==> src/rtl/cyc_enc_pkg.sv <==
package cyc_enc_pkg;

    typedef enum logic [1:0] {
        ST_IDLE  = 2'd0,
        ST_LOAD  = 2'd1,
        ST_FLUSH = 2'd2
    } enc_state_t;

    function automatic int unsigned cnt_width(input int unsigned a, input int unsigned b);
        int unsigned m;
        m = (a > b) ? a : b;
        return (m <= 1) ? 1 : $clog2(m);
    endfunction

endpackage

==> src/rtl/cyc_enc_ctrl.sv <==
module cyc_enc_ctrl
    import cyc_enc_pkg::*;
#(
    parameter int unsigned MSG_K = 4,
    parameter int unsigned PAR_R = 3
) (
    input  logic       clk,
    input  logic       rst_n,
    input  logic       start_i,
    input  logic       din_vld_i,
    output logic       clr_o,
    output logic       step_o,
    output logic       gate_o,
    output logic       unload_o,
    output logic       last_o,
    output enc_state_t state_o
);
    localparam int unsigned CNT_W = cnt_width(MSG_K, PAR_R);
    localparam logic [CNT_W-1:0] K_LAST = CNT_W'(MSG_K - 1);
    localparam logic [CNT_W-1:0] R_LAST = CNT_W'(PAR_R - 1);

    enc_state_t        st_q, st_d;
    logic [CNT_W-1:0]  cnt_q, cnt_d;

    // state register and beat counter
    always_ff @(posedge clk or negedge rst_n) begin
        if (!rst_n) begin
            st_q  <= ST_IDLE;
            cnt_q <= '0;
        end else begin
            st_q  <= st_d;
            cnt_q <= cnt_d;
        end
    end

    // next state and control outputs
    always_comb begin
        st_d     = st_q;
        cnt_d    = cnt_q;
        clr_o    = 1'b0;
        step_o   = 1'b0;
        gate_o   = 1'b0;
        unload_o = 1'b0;
        last_o   = 1'b0;
        unique case (st_q)
            ST_IDLE: begin
                if (start_i) begin          // idle->load
                    clr_o = 1'b1;
                    cnt_d = '0;
                    st_d  = ST_LOAD;
                end
            end
            ST_LOAD: begin
                gate_o = 1'b1;
                if (din_vld_i) begin
                    step_o = 1'b1;
                    if (cnt_q == K_LAST) begin   // load->flush
                        cnt_d = '0;
                        st_d  = ST_FLUSH;
                    end else begin
                        cnt_d = cnt_q + 1'b1;
                    end
                end
            end
            ST_FLUSH: begin
                step_o   = 1'b1;
                unload_o = 1'b1;
                if (cnt_q == R_LAST) begin       // flush->idle
                    last_o = 1'b1;
                    cnt_d  = '0;
                    st_d   = ST_IDLE;
                end else begin
                    cnt_d = cnt_q + 1'b1;
                end
            end
            default: st_d = ST_IDLE;
        endcase
    end

    assign state_o = st_q;

endmodule

==> src/rtl/cyc_enc_divider.sv <==
module cyc_enc_divider #(
    parameter int unsigned      PAR_R    = 3,
    parameter logic [PAR_R:0]   GEN_POLY = 4'b1011
) (
    input  logic             clk,
    input  logic             rst_n,
    input  logic             clr_i,
    input  logic             step_i,
    input  logic             gate_i,
    input  logic             bit_i,
    output logic             msb_o
);
    logic [PAR_R-1:0] rem_q, rem_d;
    logic             fb;

    // feedback only while the gate is closed (message entry)
    assign fb = gate_i & (bit_i ^ rem_q[PAR_R-1]);

    assign rem_d[0] = GEN_POLY[0] & fb;
    for (genvar i = 1; i < PAR_R; i++) begin : g_stage
        if (GEN_POLY[i]) begin : g_tap
            assign rem_d[i] = rem_q[i-1] ^ fb;
        end else begin : g_notap
            assign rem_d[i] = rem_q[i-1];
        end
    end

    always_ff @(posedge clk or negedge rst_n) begin
        if (!rst_n)      rem_q <= '0;
        else if (clr_i)  rem_q <= '0;
        else if (step_i) rem_q <= rem_d;
    end

    assign msb_o = rem_q[PAR_R-1];

endmodule

==> src/rtl/cyc_serial_enc.sv <==
module cyc_serial_enc
    import cyc_enc_pkg::*;
#(
    parameter int unsigned          MSG_K    = 4,
    parameter int unsigned          PAR_R    = 3,
    parameter logic [PAR_R:0]       GEN_POLY = 4'b1011
) (
    input  logic clk,
    input  logic rst_n,
    input  logic start_i,
    input  logic din_i,
    input  logic din_vld_i,
    output logic dout_o,
    output logic dout_vld_o,
    output logic done_o
);
    logic       clr, step, gate, unload, last, par_bit;
    enc_state_t fsm_st;

    cyc_enc_ctrl #(.MSG_K(MSG_K), .PAR_R(PAR_R)) u_ctrl (
        .clk       (clk),
        .rst_n     (rst_n),
        .start_i   (start_i),
        .din_vld_i (din_vld_i),
        .clr_o     (clr),
        .step_o    (step),
        .gate_o    (gate),
        .unload_o  (unload),
        .last_o    (last),
        .state_o   (fsm_st)
    );

    cyc_enc_divider #(.PAR_R(PAR_R), .GEN_POLY(GEN_POLY)) u_div (
        .clk    (clk),
        .rst_n  (rst_n),
        .clr_i  (clr),
        .step_i (step),
        .gate_i (gate),
        .bit_i  (din_i),
        .msb_o  (par_bit)
    );

    // registered output stage: message echo or parity unload
    always_ff @(posedge clk or negedge rst_n) begin
        if (!rst_n) begin
            dout_o     <= 1'b0;
            dout_vld_o <= 1'b0;
            done_o     <= 1'b0;
        end else begin
            dout_vld_o <= step;
            dout_o     <= step & (unload ? par_bit : din_i);
            done_o     <= last;
        end
    end

endmodule

==> config.mk <==
export PLATFORM = sky130hd
export DESIGN_NAME = cyc_serial_enc
export DESIGN_NICKNAME = d
export VERILOG_FILES = /design/src/rtl/cyc_enc_pkg.sv /design/src/rtl/cyc_enc_ctrl.sv /design/src/rtl/cyc_enc_divider.sv /design/src/rtl/cyc_serial_enc.sv
export SDC_FILE = /design/constraint.sdc
export NUM_CORES = 1
export LEC_CHECK = 0
export BUFFER_PORTS_ARGS = -buffer_cell sky130_fd_sc_hd__buf_2
export CORE_ASPECT_RATIO = 1.5
export CORE_MARGIN = 5
export CORE_UTILIZATION = 25
export CTS_CLUSTER_SIZE = 8
export DETAILED_ROUTE_END_ITERATION = 8
export RECOVER_POWER = 100
export SYNTH_ARGS = -nofsm -noshare
export SYNTH_HDL_FRONTEND = slang
export SYNTH_HIERARCHICAL = 1
export SYNTH_SLANG_ARGS = --single-unit
==> constraint.sdc <==
create_clock -name clk -period 5.5 [get_ports clk]
set_clock_uncertainty 0.2 [all_clocks]
set_input_delay 0.55 -clock clk [delete_from_list [all_inputs] [get_ports clk]]
set_output_delay 0.55 -clock clk [all_outputs]
set_load 0.1 [all_outputs]
==> results.toml <==
[cts]
cts_max_level = 1
cts_root_buffer = "clkbuf_4"
cts.repair.resized = 0
clkSlewWorstSetupHoldPaths_ns = 0.07
insertion_delay_ns = 0.27
hold_buffers = 1
post_cts_buffers = 0
cts_tree = "built"
cts.sinks = 10
cts_max_path_buffers = 2
cts_made_buffers = 3

[global_route]
grt_usage_pct = 7.43
grt_util_met1_pct = 7.85
grt_overflow = 0
met2_usage_pct = 12.5
grt_pass1_wl_um = 2040
grt_pass1_vias = 461
grt-busiest-layer = "met2"
antenna_found_initial = 0
grt_start_max_net_pins = 11
use_met3_pct = 2.67

[sta]
fmax_mhz = 455
slew_headroom_pct = 22.3
hold_violations = 0
timing.final.crit_period_ns = 2.20
final.setup.tns_ns = 0
grt_setup_unrepaired = "no"
drv_slew = 0
finalCritPeriodShare_pct = 39.9
setup_viol = 0
tightest_slew_ns = 1.17
setup_slack_ns = 3.30

[placed_design]
dp.cells = 86
placed_cell_area_um2 = 706
port_buffers = 7
hpwl_um = 886
place_ws_ns = 3.46
gp_congestion = 0.726

[critical_path]
crit_buf_inv = 1
worstSetupStartpointType = "register"
critPathMaxFanout = 1
ff2ff_setup_slack_ns = 3.31
rr_worst_depth = 5
timing.rr.start = "u_ctrl/state_o[1]"
worstSetupEndpointType = "output pin"
cp-startpoint = "dout_vld_o"
crit_path_max_incr_delay_ns = 0.86
cpLargestDelayFamily = "buffers and inverters"
crit_chain = "clkbuf_1"
critical_path_arrival_ns = 1.45
crit_required_ns = 4.75
crit_slowest_cell = "clkbuf_1"
r2r_end = "u_ctrl/state_o[0]"
crit_type = "register to output pin"

[logic_synthesis]
synth-seq-cells = 10
netlist_area_um2 = 641
synth_seq_area_share_pct = 39.1
yosys.area.top_type = "dfrtp_1"
synth_cells = 55
ys_types = 26
ys.warnings.count = 6
synth.area.top_cells = "dfrtp_1 (39%), ha_1 (20%), mux2i_1 (6.3%)"
synth_area_per_cell_um2 = 11.6
synth_top_cell_area_share_pct = 39.1
synth_nets = 70

[outcome]
status = "finished, final reports clean"

[floorplanning]
core_um2 = 2450
num_rows = 22
die_y_um = 72.0
die_w_um = 51.3
die-area_um2 = 3700
io_pins = 8
start_util_pct = 26.1

[worst_hold_path]
hold_path_startpoint = "u_div/rem_q[1]"
min_path_type = "register to register"
hold-path-endpoint = "u_div/rem_q[2]"
min_path_cells = 2

[routing]
drc = 0
vias_per_cell = 4.75
detail_route.first_pass.iterations = 2
drt_iter0_markers = 4
vias = 432
wl_um = 1150
routedWlPerCell_um = 12.6
ant_nets = 0

[cells_and_area]
fin_area_um2 = 722
syn_to_final_growth_pct = 12.7
diodes = 0
fin_nets = 83
drive_above_1_share_pct = 14.9
instances_no_fill = 91
most-common-layout-cells = "dfrtp_1 (10), ha_1 (10), inv_1 (5)"

[job]
drv_cap = 0

[power]
cellPowerDensity_nw_per_um2 = 464
ir_drop_mv = 0.127
leakage_nw = 0.342
-- state kept, by name, indices dropped and copies added (netlist names) --
| signal | count |
|---|---|
| u_div/rem_q | 3 |
| dout_o | 1 |
| u_ctrl/cnt_q | 2 |
| dout_vld_o | 1 |
| u_ctrl/state_o | 2 |
| done_o | 1 |
-- kinds of logic after synthesis --
group / synth area share, %
simple gates: 16.8
fa+ha+maj: 19.5
flops: 39.1
compound gates: 12.3
buf+inv: 2.93
mux: 8.01
xor+xnor: 1.37
-- final cells by class --
| type | count | area, um2 |
|---|---|---|
| flip-flops and latches | 10 | 250 |
| multi-input cells | 40 | 347 |
| clock buffers | 4 | 36.3 |
| well taps | 24 | 30.0 |
| inverters | 5 | 18.8 |
| repair buffers | 8 | 40.0 |
| fillers | 250 | 1730 |
-- Yosys cell counts --
library cell / number
xor2_1: 1
nand3_1: 1
mux2_1: 1
a22o_1: 1
nor2b_1: 3
nand2_1: 1
a2111oi_2: 1
a41oi_1: 1
a311oi_2: 1
nand3b_1: 1
nor4_1: 1
dfrtp_1: 10
ha_1: 10
nor2b_2: 1
nand2b_1: 1
nor3_2: 1
and2_2: 1
inv_1: 5
a21oi_1: 2
mux2i_1: 4
a21bo_1: 1
nor2_1: 2
and3_1: 1
o32a_2: 1
and2_1: 1
nor2b_4: 1
-- where the power goes --
part           leakage, nW  internal, mW  switching (mW)
logic                0.187        0.0583          0.0989
clock network       0.0210        0.0402          0.0283
registers            0.134        0.0950          0.0146
total                0.342         0.193           0.142
-- worst reg2reg max path, stage by stage, from the launching register on --
cell and delay, ns:
dfrtp_1 0.42, inv_1 0.10, ha_1 0.29, nor2b_1 0.20, a2111oi_0 0.49, mux2_1 0.37
-- stage by stage --
step / util (%) / hold slack (ns) / power (mW)
after CTS: 30.7 / 0.346 / 0.355
after global placement: 28.8 / 0.228 / 0.281
final: 29.5 / 0.335 / 0.335
after global routing: 29.5 / 0.389 / 0.363
after detailed placement: 28.8 / 0.230 / 0.284
after floorplan: - / 0.0544 / 0.250
-- layer usage --
metal	part of all wire [%]	routed length [um]
met1	43	491
met2	51	586
met3	3.7	43
met4	2.4	27
met5	0	0
-- how the worst max path moves through the flow --
stage	slack (ns)	end	cells past startpoint
5_1_grt	3.17	u_ctrl/state_o[0]	5
3_5_place_dp	3.46	u_div/rem_q[1]	6
6_report	3.30	dout_vld_o	1
2_1_floorplan	3.66	u_ctrl/state_o[0]	5
3_3_place_gp	3.54	u_ctrl/state_o[0]	5
4_1_cts	3.42	u_div/rem_q[1]	6
Power figures use the tool's default switching activity.
